File: config.mk
export PLATFORM = sky130hd
export DESIGN_NAME = bcd_alarm
export DESIGN_NICKNAME = d
export VERILOG_FILES = /design/src/rtl/bcd_alarm_pkg.sv /design/src/rtl/bcd_alarm_ctrl.sv /design/src/rtl/bcd_alarm_dp.sv /design/src/rtl/bcd_alarm.sv
export SDC_FILE = /design/constraint.sdc
export NUM_CORES = 1
export LEC_CHECK = 0
export ABC_AREA = 1
export BUFFER_PORTS_ARGS = -buffer_cell sky130_fd_sc_hd__buf_2
export CAP_MARGIN = 20
export CORE_ASPECT_RATIO = 2
export CORE_UTILIZATION = 58
export DETAILED_ROUTE_END_ITERATION = 7
export GPL_TIMING_DRIVEN = 0
export PLACE_DENSITY = 0.87
export SLEW_MARGIN = 20
export SYNTH_ARGS = -nofsm -noshare
export SYNTH_HDL_FRONTEND = slang
export SYNTH_SLANG_ARGS = --single-unit
File: constraint.sdc
create_clock -name clk -period 4.37 [get_ports clk]
set_clock_uncertainty 0.05 [all_clocks]
set_input_delay 1.311 -clock clk [delete_from_list [all_inputs] [get_ports clk]]
set_output_delay 1.311 -clock clk [all_outputs]
set_load 0.01 [all_outputs]
File: src/rtl/bcd_alarm_pkg.sv
package bcd_alarm_pkg;

  localparam int BYTE_W      = 8;
  localparam int NUM_FIELDS  = 4;
  localparam int ADDR_W      = 3;
  localparam int FIELD_IDX_W = $clog2(NUM_FIELDS);
  localparam int MASK_BIT    = 7;
  localparam int FLAG_BIT    = 7;
  localparam int IEN_BIT     = 7;

  localparam logic [ADDR_W-1:0] ADDR_IEN  = ADDR_W'(4);
  localparam logic [ADDR_W-1:0] ADDR_FLAG = ADDR_W'(5);

  // field index: 0 seconds, 1 minutes, 2 hours, 3 date
  typedef enum logic [2:0] {
    RPT_MONTH,
    RPT_DAY,
    RPT_HOUR,
    RPT_MINUTE,
    RPT_SECOND
  } repeat_mode_t;

  typedef struct packed {
    logic [NUM_FIELDS-1:0] wrField;
    logic                  wrIen;
    logic                  clrFlag;
    logic                  evalTick;
    logic [NUM_FIELDS-1:0] cmpSel;
  } ctrl_strobe_t;

  // bits of a byte that carry the time value for a field
  function automatic logic [BYTE_W-1:0] fieldMask(input int idx);
    logic [BYTE_W-1:0] m;
    m = (idx < 2) ? 8'h7F : 8'h3F;
    return m;
  endfunction

  // digit-level check of a BCD write against the field's legal range
  function automatic logic fieldValid(input int idx, input logic [BYTE_W-1:0] v);
    logic [3:0] units;
    logic [2:0] tens;
    logic       ok;
    units = v[3:0];
    tens  = (idx < 2) ? v[6:4] : {1'b0, v[5:4]};
    if (units > 4'd9) begin
      ok = 1'b0;
    end else begin
      case (idx)
        0, 1:    ok = (tens <= 3'd5);
        2:       ok = (tens < 3'd2) || ((tens == 3'd2) && (units <= 4'd3));
        default: ok = (tens != 3'd0) || (units != 4'd0);
      endcase
    end
    return ok;
  endfunction

  // which fields take part in the comparison for a repeat mode
  function automatic logic [NUM_FIELDS-1:0] modeCompare(input repeat_mode_t mode);
    logic [NUM_FIELDS-1:0] sel;
    case (mode)
      RPT_MONTH:  sel = 4'b1111;
      RPT_DAY:    sel = 4'b0111;
      RPT_HOUR:   sel = 4'b0011;
      RPT_MINUTE: sel = 4'b0001;
      default:    sel = 4'b0000;
    endcase
    return sel;
  endfunction

endpackage

File: src/rtl/bcd_alarm_ctrl.sv
module bcd_alarm_ctrl
  import bcd_alarm_pkg::*;
(
  input  logic                  wrEn,
  input  logic                  rdEn,
  input  logic [ADDR_W-1:0]     addr,
  input  logic                  secTick,
  input  logic [NUM_FIELDS-1:0] maskBits,
  output ctrl_strobe_t          strb,
  output repeat_mode_t          mode
);

  logic [NUM_FIELDS-1:0] fieldHit;

  for (genvar i = 0; i < NUM_FIELDS; i++) begin : g_dec
    assign fieldHit[i] = (addr == ADDR_W'(i));
  end

  // repeat mode from the four marker bits (bit 3 = date ... bit 0 = seconds)
  always_comb begin
    case (maskBits)
      4'b0000: mode = RPT_MONTH;
      4'b1000: mode = RPT_DAY;
      4'b1100: mode = RPT_HOUR;
      4'b1110: mode = RPT_MINUTE;
      default: mode = RPT_SECOND;
    endcase
  end

  always_comb begin
    strb.wrField  = wrEn ? fieldHit : '0;
    strb.wrIen    = wrEn && (addr == ADDR_IEN);
    strb.clrFlag  = rdEn && (addr == ADDR_FLAG);
    strb.evalTick = secTick;
    strb.cmpSel   = modeCompare(mode);
  end

endmodule

File: src/rtl/bcd_alarm_dp.sv
module bcd_alarm_dp
  import bcd_alarm_pkg::*;
(
  input  logic                  clk,
  input  logic                  rstN,
  input  ctrl_strobe_t          strb,
  input  logic [ADDR_W-1:0]     addr,
  input  logic [BYTE_W-1:0]     wrData,
  input  logic [BYTE_W-1:0]     curTime [NUM_FIELDS],
  output logic [NUM_FIELDS-1:0] maskBits,
  output logic [BYTE_W-1:0]     rdData,
  output logic                  irqPulse
);

  logic [BYTE_W-1:0]     alarmQ [NUM_FIELDS];
  logic [BYTE_W-1:0]     ienQ;
  logic                  flagQ;
  logic                  armedQ;
  logic                  pulseQ;
  logic [NUM_FIELDS-1:0] acceptVec;
  logic [NUM_FIELDS-1:0] fieldEq;
  logic                  matchNow;

  for (genvar i = 0; i < NUM_FIELDS; i++) begin : g_field
    localparam logic [BYTE_W-1:0] FMASK = fieldMask(i);

    assign acceptVec[i] = strb.wrField[i] && fieldValid(i, wrData);
    assign fieldEq[i]   = ((alarmQ[i] & FMASK) == (curTime[i] & FMASK));
    assign maskBits[i]  = alarmQ[i][MASK_BIT];

    always_ff @(posedge clk) begin
      if (!rstN) begin
        alarmQ[i] <= '0;
      end else if (acceptVec[i]) begin
        alarmQ[i] <= wrData;
      end
    end
  end

  assign matchNow = strb.evalTick && armedQ && (&(fieldEq | ~strb.cmpSel));

  always_ff @(posedge clk) begin
    if (!rstN) begin
      ienQ   <= '0;
      armedQ <= 1'b0;
      flagQ  <= 1'b0;
      pulseQ <= 1'b0;
    end else begin
      if (strb.wrIen) ienQ <= wrData;
      if (|acceptVec) armedQ <= 1'b1;
      if (matchNow) flagQ <= 1'b1;
      else if (strb.clrFlag) flagQ <= 1'b0;
      pulseQ <= matchNow && ienQ[IEN_BIT];
    end
  end

  assign irqPulse = pulseQ;

  always_comb begin
    rdData = '0;
    if (addr < ADDR_W'(NUM_FIELDS)) begin
      rdData = alarmQ[addr[FIELD_IDX_W-1:0]];
    end else if (addr == ADDR_IEN) begin
      rdData = ienQ;
    end else if (addr == ADDR_FLAG) begin
      rdData[FLAG_BIT] = flagQ;
    end
  end

endmodule

File: src/rtl/bcd_alarm.sv
module bcd_alarm
  import bcd_alarm_pkg::*;
(
  input  logic              clk,
  input  logic              rstN,
  input  logic              wrEn,
  input  logic              rdEn,
  input  logic [ADDR_W-1:0] addr,
  input  logic [BYTE_W-1:0] wrData,
  output logic [BYTE_W-1:0] rdData,
  input  logic [BYTE_W-1:0] curSec,
  input  logic [BYTE_W-1:0] curMin,
  input  logic [BYTE_W-1:0] curHour,
  input  logic [BYTE_W-1:0] curDate,
  input  logic              secTick,
  output logic              irqPulse
);

  ctrl_strobe_t          strb;
  repeat_mode_t          mode;
  logic [NUM_FIELDS-1:0] maskBits;
  logic [BYTE_W-1:0]     curTime [NUM_FIELDS];

  assign curTime[0] = curSec;
  assign curTime[1] = curMin;
  assign curTime[2] = curHour;
  assign curTime[3] = curDate;

  bcd_alarm_ctrl u_ctrl (
    .wrEn     (wrEn),
    .rdEn     (rdEn),
    .addr     (addr),
    .secTick  (secTick),
    .maskBits (maskBits),
    .strb     (strb),
    .mode     (mode)
  );

  bcd_alarm_dp u_dp (
    .clk      (clk),
    .rstN     (rstN),
    .strb     (strb),
    .addr     (addr),
    .wrData   (wrData),
    .curTime  (curTime),
    .maskBits (maskBits),
    .rdData   (rdData),
    .irqPulse (irqPulse)
  );

endmodule

==> results of run 1 <==
==> how the worst max path moves through the flow <==
stage | depth (start not counted) | slack, ps | endpoint | start
after global routing | 8 | 350 | rdData[3] | addr[0]
after global placement | 8 | 460 | rdData[3] | addr[0]
after CTS | 8 | 440 | rdData[3] | addr[0]
after floorplan | 5 | 940 | rdData[0] | addr[0]
final | 8 | 400 | rdData[0] | addr[0]
after detailed placement | 8 | 440 | rdData[3] | addr[0]
==> synth_stat cells <==
library cell / instances / share of area (%)
sky130_fd_sc_hd__nand2_1: 73 / 11
sky130_fd_sc_hd__inv_1: 63 / 9.7
sky130_fd_sc_hd__nor2_1: 42 / 6.5
sky130_fd_sc_hd__edfxtp_1: 32 / 40
sky130_fd_sc_hd__o21ai_0: 26 / 5.4
sky130_fd_sc_hd__nand3_1: 15 / 3.1
sky130_fd_sc_hd__a21oi_1: 12 / 2.5
sky130_fd_sc_hd__dfxtp_1: 11 / 9.1
sky130_fd_sc_hd__nor2_2: 9 / 2.3
sky130_fd_sc_hd__o22ai_1: 7 / 1.8
sky130_fd_sc_hd__xnor2_1: 7 / 2.5
sky130_fd_sc_hd__nand4_1: 5 / 1.3
sky130_fd_sc_hd__o2bb2ai_1: 5 / 1.8
sky130_fd_sc_hd__buf_2: 2 / 0.41
sky130_fd_sc_hd__a22o_1: 1 / 0.36
sky130_fd_sc_hd__buf_4: 1 / 0.31
sky130_fd_sc_hd__clkbuf_1: 1 / 0.15
sky130_fd_sc_hd__inv_2: 1 / 0.15
sky130_fd_sc_hd__nand2_2: 1 / 0.26
sky130_fd_sc_hd__nor3_1: 1 / 0.21
sky130_fd_sc_hd__nor4_1: 1 / 0.26
sky130_fd_sc_hd__o211ai_1: 1 / 0.31
sky130_fd_sc_hd__o21ai_1: 1 / 0.21
sky130_fd_sc_hd__or2_1: 1 / 0.26
sky130_fd_sc_hd__xor2_1: 1 / 0.36
==> cells in the final DEF (no fill, tap or decap), types with 2 or more instances in the layout <==
| cell type | synthesis | routed |
|---|---|---|
| sky130_fd_sc_hd__nand2_1 | 73 | 73 |
| sky130_fd_sc_hd__inv_1 | 63 | 63 |
| sky130_fd_sc_hd__buf_2 | 2 | 52 |
| sky130_fd_sc_hd__nor2_1 | 42 | 42 |
| sky130_fd_sc_hd__edfxtp_1 | 32 | 32 |
| sky130_fd_sc_hd__o21ai_0 | 26 | 26 |
| sky130_fd_sc_hd__nand3_1 | 15 | 15 |
| sky130_fd_sc_hd__a21oi_1 | 12 | 12 |
| sky130_fd_sc_hd__dfxtp_1 | 11 | 11 |
| sky130_fd_sc_hd__nor2_2 | 9 | 9 |
| sky130_fd_sc_hd__o22ai_1 | 7 | 7 |
| sky130_fd_sc_hd__xnor2_1 | 7 | 7 |
| sky130_fd_sc_hd__nand4_1 | 5 | 5 |
| sky130_fd_sc_hd__o2bb2ai_1 | 5 | 5 |
| sky130_fd_sc_hd__clkbuf_8 | 0 | 5 |
| sky130_fd_sc_hd__clkbuf_1 | 1 | 2 |
==> cells by family after synthesis <==
logic type,count (synthesis)
buf+inv,68
simple gates,148
compound gates,53
xor+xnor,8
flops,43
==> critical path: stages <==
cell and delay [ps]:
sky130_fd_sc_hd__buf_2 150, sky130_fd_sc_hd__inv_1 70, sky130_fd_sc_hd__nor2_1 170, sky130_fd_sc_hd__buf_2 260, sky130_fd_sc_hd__o2bb2ai_1 210, sky130_fd_sc_hd__o21ai_0 180
sky130_fd_sc_hd__o21ai_0 110, sky130_fd_sc_hd__buf_2 150
==> cell type report <==
type / count / area [µm²] / share of cell area (%)
multi-input cells: 209 / 987 / 34.9
clock buffers: 6 / 72.6 / 2.56
well taps: 52 / 65.1 / 2.30
inverters: 64 / 240 / 8.49
plain buffers: 4 / 21.3 / 0.752
repair buffers: 50 / 250 / 8.84
clock inverters: 2 / 12.5 / 0.442
flip-flops and latches: 43 / 1180 / 41.7
==> per-layer routing <==
layer	part of all wire (%)	up-vias	track usage [%]
li1	-	1138	-
met1	36	1014	31.1
met2	52	100	50.3
met3	5.9	28	3.86
met4	6.2	0	18.3
met5	0	-	0
==> where the power goes <==
part           switching (mW)  total (mW)  leakage [nW]  internal, mW
clock network           0.133       0.245        0.0412         0.112
registers              0.0127       0.473         0.396         0.460
logic                  0.0859       0.136         0.924        0.0505
==> per-stage QoR <==
stage | util [%] | setup slack, ps | hold slack [ps]
after global placement | 67.8 | 457 | 382
after detailed placement | 67.8 | 445 | 390
after floorplan | - | 944 | 365
after global routing | 69.9 | 349 | 424
after CTS | 69.9 | 437 | 401
final | 69.9 | 396 | 400
==> flip-flops by register name (all words and copies together) (netlist names) <==
register,flops
u_dp.flagQ,1
u_dp.armedQ,1
u_dp.ienQ,8
u_dp.irqPulse,1
u_dp.alarmQ,32
==> impl_results.md, run 1 <==
* Vias in the first global route at 2121
* Antenna violations before repair at 0
* Mean post-synth cell area at 7.59 µm²
* Reg clk slew, reported paths at 80 ps
* Overall power of the completed layout at 0.854 mW
* Hold path start: u_dp.ienQ[1]$_SDFFE_PN0P_
* Final HPWL DP at 4760 µm
* CP Capture Type: output pin
* DRC errors left at 0
* Root buf cell: sky130_fd_sc_hd__clkbuf_8
* Crit Path Category: primary input to output pin
* Setup repair after global routing missed its margin: false
* Global placement routability congestion at 0.930
* Non-filler cells, final at 430
* Minimum clock period at 3970 ps
* Share of cells above drive strength 1 at 18.8%
* Filler cells at 369
* Setup slack of the worst register-to-register path at 3060 ps
* Remaining antenna violation count after routing at 0
* Maximum number of pins on one net before global-route repair at 14
* Vias after detailed routing at 2280
* Post-CTS Hold Buffers at 0
* Placed cell count at 422
* Slew at the pin closest to its max-slew limit at 399 ps
* Arrival @ worst endpoint at 2610 ps
* CTS-repair resized insts at 0
* Post-route design area at 2830 µm²
* Maximum fanout encountered on the critical timing path at 10
* Cts bufs inserted at 5
* H-tree levels at 2
* Number of cells on the worst reg-to-reg path at 7
* Worst slew margin at 73.4%
* Maximum capacitance violations at 0
* Gr usage total at 29.4%
* Placeable core region at 4050 µm²
* Final routed wirelength across all metal layers at 5960 µm
* Main combinational cell family by area after synthesis: simple AND/OR/NAND/NOR gates
* Number of buffers added for setup after CTS at 0
* DRC marker count from the first detailed-route iteration at 155
* Wire length per cell at 13.9 µm
* GRT overflow at 0
* Clock latency on the worst-skew pair at 300 ps
* Number of hold violations in the final report at 0
* Data required time of the worst path at 3010 ps
* Final net count at 425
* Reported leakage power at 1.36 nW
* Final critical-path share of the clock period at 90.9%
* Aggregate negative setup slack at 0 ps
* Number of cells traversed by the worst hold path at 2
* Adder-cell share of the synthesized area at 0%
* Post-Synth XOR/XNOR Area at 2.88%
* First-pass GRT wire length at 9040 µm
* CTS tree: done
* End of the worst hold path: u_dp.ienQ[1]$_SDFFE_PN0P_
* IO Pins at 57
* Post-Syn Instances at 320
* Post-Syn Nets at 368
* Yosys synthesis warning count at 0
* Number of core rows at 33
* Longest Clk Path Bufs at 2
* Pwr dens at 302 nW/µm²
* Pins over their slew limit at 0
* Width of the die at 47.8 µm
* Floorplan die area at 4470 µm²
* Worst hold path class: flip-flop to flip-flop
* Pre-Repair DR Iteration Count at 5
* Result of the run: completed
* Yosys cell types at 25
* Starting utilization of the core area at 60.0%
* Post-synthesis sequential element count at 43
* IO buf count at 50
* Highest clock frequency the design can meet at 252 MHz
* Vertical die dimension at 93.5 µm
* Critical Path Start Type: primary input
* Mux cell area share after synthesis at 0%
* Share of synthesized cell area in and, or, nand and nor gates at 25.4%
* Number of vias per cell after detailed routing at 5.30
* Seq/Total Area, Yosys at 48.6%
* Clock Sinks at 43
* Synth Cell Area at 2430 µm²
* Number of setup violations in the final report at 0
* Endpoint of the lowest-slack register-to-register path: u_dp.flagQ$_SDFFE_PN0P_
* # diodes at 0
* Layout overhead on the synthesized area at 16.5%
* Total placed instance area at 2750 µm²
* Share of the synthesized area in compound gates (AO/OA/AOI/OAI) at 12.3%
* Launching point of the worst reg2reg path: u_dp.alarmQ[1][3]$_SDFFCE_PN0P_
* Maximum vdd drop at 280 µV
(Power assumes the default switching activity.)
==> run 2, diff against run 1 <==
--- a/config.mk
+++ b/config.mk
@@ -8,11 +8,14 @@
 export ABC_AREA = 1
 export BUFFER_PORTS_ARGS = -buffer_cell sky130_fd_sc_hd__buf_2
 export CAP_MARGIN = 20
+export CELL_PAD_IN_SITES_DETAIL_PLACEMENT = 1
+export CELL_PAD_IN_SITES_GLOBAL_PLACEMENT = 2
 export CORE_ASPECT_RATIO = 2
-export CORE_UTILIZATION = 58
+export CORE_UTILIZATION = 32
 export DETAILED_ROUTE_END_ITERATION = 7
 export GPL_TIMING_DRIVEN = 0
-export PLACE_DENSITY = 0.87
+export PLACE_DENSITY = 0.86
+export REMOVE_ABC_BUFFERS = 1
 export SLEW_MARGIN = 20
 export SYNTH_ARGS = -nofsm -noshare
 export SYNTH_HDL_FRONTEND = slang
==> impl_results.md, run 2 (synthesis gave the netlist of run 1 again) <==
* Total area of multi-input combinational cells at 990 µm² (was 987 µm²)
* Maximum vdd drop at 234 µV (was 280 µV)
* Slew at the pin closest to its max-slew limit at 544 ps (was 399 ps)
* Flip-flop count of the largest register, all copies and words added at 32 (unchanged)
* H-tree levels at 2 (unchanged)
* DRC marker count from the first detailed-route iteration at 57 (was 155)
* Longest Clk Path Bufs at 2 (unchanged)
* Vertical die dimension at 125 µm (was 93.5 µm)
* Vias in the first global route at 2282 (was 2121)
* Arrival @ worst endpoint at 2710 ps (was 2610 ps)
* Antenna violations before repair at 0 (unchanged)
* Biggest registers after layout: u_dp.alarmQ: 32 flops, u_dp.ienQ: 8 flops (unchanged)
* Aggregate negative setup slack at 0 ps (unchanged)
* Maximum capacitance violations at 0 (unchanged)
* Most frequent cells in the layout: sky130_fd_sc_hd__nand2_1 (73), sky130_fd_sc_hd__inv_1 (63), sky130_fd_sc_hd__buf_2 (50), sky130_fd_sc_hd__nor2_1 (41), sky130_fd_sc_hd__edfxtp_1 (32) (was sky130_fd_sc_hd__nand2_1 (73), sky130_fd_sc_hd__inv_1 (63), sky130_fd_sc_hd__buf_2 (52), sky130_fd_sc_hd__nor2_1 (42), sky130_fd_sc_hd__edfxtp_1 (32))
* Number of setup violations in the final report at 0 (unchanged)
* Final routed wirelength across all metal layers at 6980 µm (was 5960 µm)
* Sequential standard cell area at 1180 µm² (unchanged)
* Setup repair after global routing missed its margin: false (unchanged)
* Reported leakage power at 1.37 nW (was 1.36 nW)
* Data required time of the worst path at 3010 ps (about the same)
* Global placement routability congestion at 0.856 (was 0.930)
* Number of core rows at 44 (was 33)
* Largest Register: u_dp.alarmQ (unchanged)
* Cts bufs inserted at 5 (unchanged)
* Number of vias per cell after detailed routing at 4.80 (was 5.30)
* Worst hold path class: flip-flop to flip-flop (unchanged)
* Most frequent standard cell in the layout excluding fill and tap cells: sky130_fd_sc_hd__nand2_1 (unchanged)
* CTS tree: done (unchanged)
* Filler cells at 939 (was 369)
* Final HPWL DP at 5660 µm (was 4760 µm)
* Share of cells above drive strength 1 at 18.4% (was 18.8%)
* Placeable core region at 7320 µm² (was 4050 µm²)
* Crit Path Category: primary input to output pin (unchanged)
* Final net count at 421 (was 425)
* Starting utilization of the core area at 33.2% (was 60.0%)
* Maximum number of pins on one net before global-route repair at 18 (was 14)
* First-pass GRT wire length at 11200 µm (was 9040 µm)
* Minimum clock period at 4070 ps (was 3970 ps)
* Pwr dens at 334 nW/µm² (was 302 nW/µm²)
* IO buf count at 50 (unchanged)
* Highest clock frequency the design can meet at 246 MHz (was 252 MHz)
* # diodes at 0 (unchanged)
* GRT overflow at 0 (unchanged)
* Floorplan die area at 7970 µm² (was 4470 µm²)
* Pins over their slew limit at 0 (unchanged)
* Worst slew margin at 63.7% (was 73.4%)
* Root buf cell: sky130_fd_sc_hd__clkbuf_16 (was sky130_fd_sc_hd__clkbuf_8)
* End-of-flow core utilization at 39.8% (was 69.9%)
* Layout overhead on the synthesized area at 20.1% (was 16.5%)
* Reg clk slew, reported paths at 50 ps (was 80 ps)
* Pre-Repair DR Iteration Count at 4 (was 5)
* Clock Sinks at 43 (unchanged)
* Clock latency on the worst-skew pair at 290 ps (was 300 ps)
* Maximum fanout encountered on the critical timing path at 12 (was 10)
* Wire length per cell at 15.0 µm (was 13.9 µm)
* CP Capture Type: output pin (unchanged)
* Final critical-path share of the clock period at 93.1% (was 90.9%)
* Vias after detailed routing at 2236 (was 2280)
* Width of the die at 63.6 µm (was 47.8 µm)
* Number of hold violations in the final report at 0 (unchanged)
* Result of the run: completed (unchanged)
* IO Pins at 57 (unchanged)
* Remaining antenna violation count after routing at 0 (unchanged)
* Critical Path Start Type: primary input (unchanged)
* Setup slack of the worst register-to-register path at 3010 ps (was 3060 ps)
* DRC errors left at 0 (unchanged)
* Gr usage total at 19.1% (was 29.4%)
[run 2: metrics by stage]
stage | total power, mW | hold WS, ps | cells | area (µm²) | setup slack (ps)
after global placement | 0.618 | 383 | 458 | 2770 | 99.6
final | 0.974 | 390 | 466 | 2920 | 300
after CTS | 0.983 | 396 | 466 | 2920 | 63.0
after detailed placement | 0.622 | 388 | 458 | 2770 | 78.4
after global routing | 1.01 | 418 | 466 | 2920 | 214
after floorplan | 0.557 | 365 | 316 | 2410 | 867
[run 2: metal layers]
| layer | share of wire, % | routed length [µm] | up-vias | global-route usage (%) |
|---|---|---|---|---|
| met4 | 4.5 | 317 | 0 | 11.6 |
| met1 | 36 | 2520 | 1046 | 19.2 |
| met2 | 56 | 3930 | 46 | 35.4 |
| li1 | - | - | 1131 | - |
| met5 | 0 | 0 | - | 0 |
| met3 | 3.1 | 214 | 13 | 2.92 |
[run 2: what timing repair did]
action,CTS,global route
hold buffers,0,0
buffers inserted,0,0
resized for setup,0,1
setup endpoints to repair,0,1
[run 2: area by class of cell]
type                       count  share of cell area [%]
tap                           92                    3.95
inverter                      64                    8.23
clock inverter                 2                   0.429
clock buffer                   6                    4.42
multi-input combinational    209                    33.9
sequential                    43                    40.5
timing repair buffer          50                    8.58
[run 2: power by group]
part | internal (mW) | total (mW) | switching [mW]
registers | 0.461 | 0.474 | 0.0128
clock network | 0.211 | 0.361 | 0.151
logic | 0.0498 | 0.139 | 0.0889
total | 0.721 | 0.974 | 0.252
[run 2: critical path, cell delays in order]
cell and delay, ps:
sky130_fd_sc_hd__buf_2 150, sky130_fd_sc_hd__inv_1 80, sky130_fd_sc_hd__nor2_2 430, sky130_fd_sc_hd__o2bb2ai_1 220, sky130_fd_sc_hd__o21ai_0 180, sky130_fd_sc_hd__o21ai_0 160, sky130_fd_sc_hd__buf_2 170
[run 2: final timing paths]
kind / to / cells past startpoint / from
hold reg to reg: u_dp.irqPulse$_SDFF_PN0_ / 2 / u_dp.ienQ[7]$_SDFFE_PN0P_
setup / recovery: rdData[3] / 7 / addr[0]
setup reg to reg: u_dp.flagQ$_SDFFE_PN0P_ / 7 / u_dp.alarmQ[1][0]$_SDFFCE_PN0P_
hold / removal: u_dp.irqPulse$_SDFF_PN0_ / 2 / u_dp.ienQ[7]$_SDFFE_PN0P_
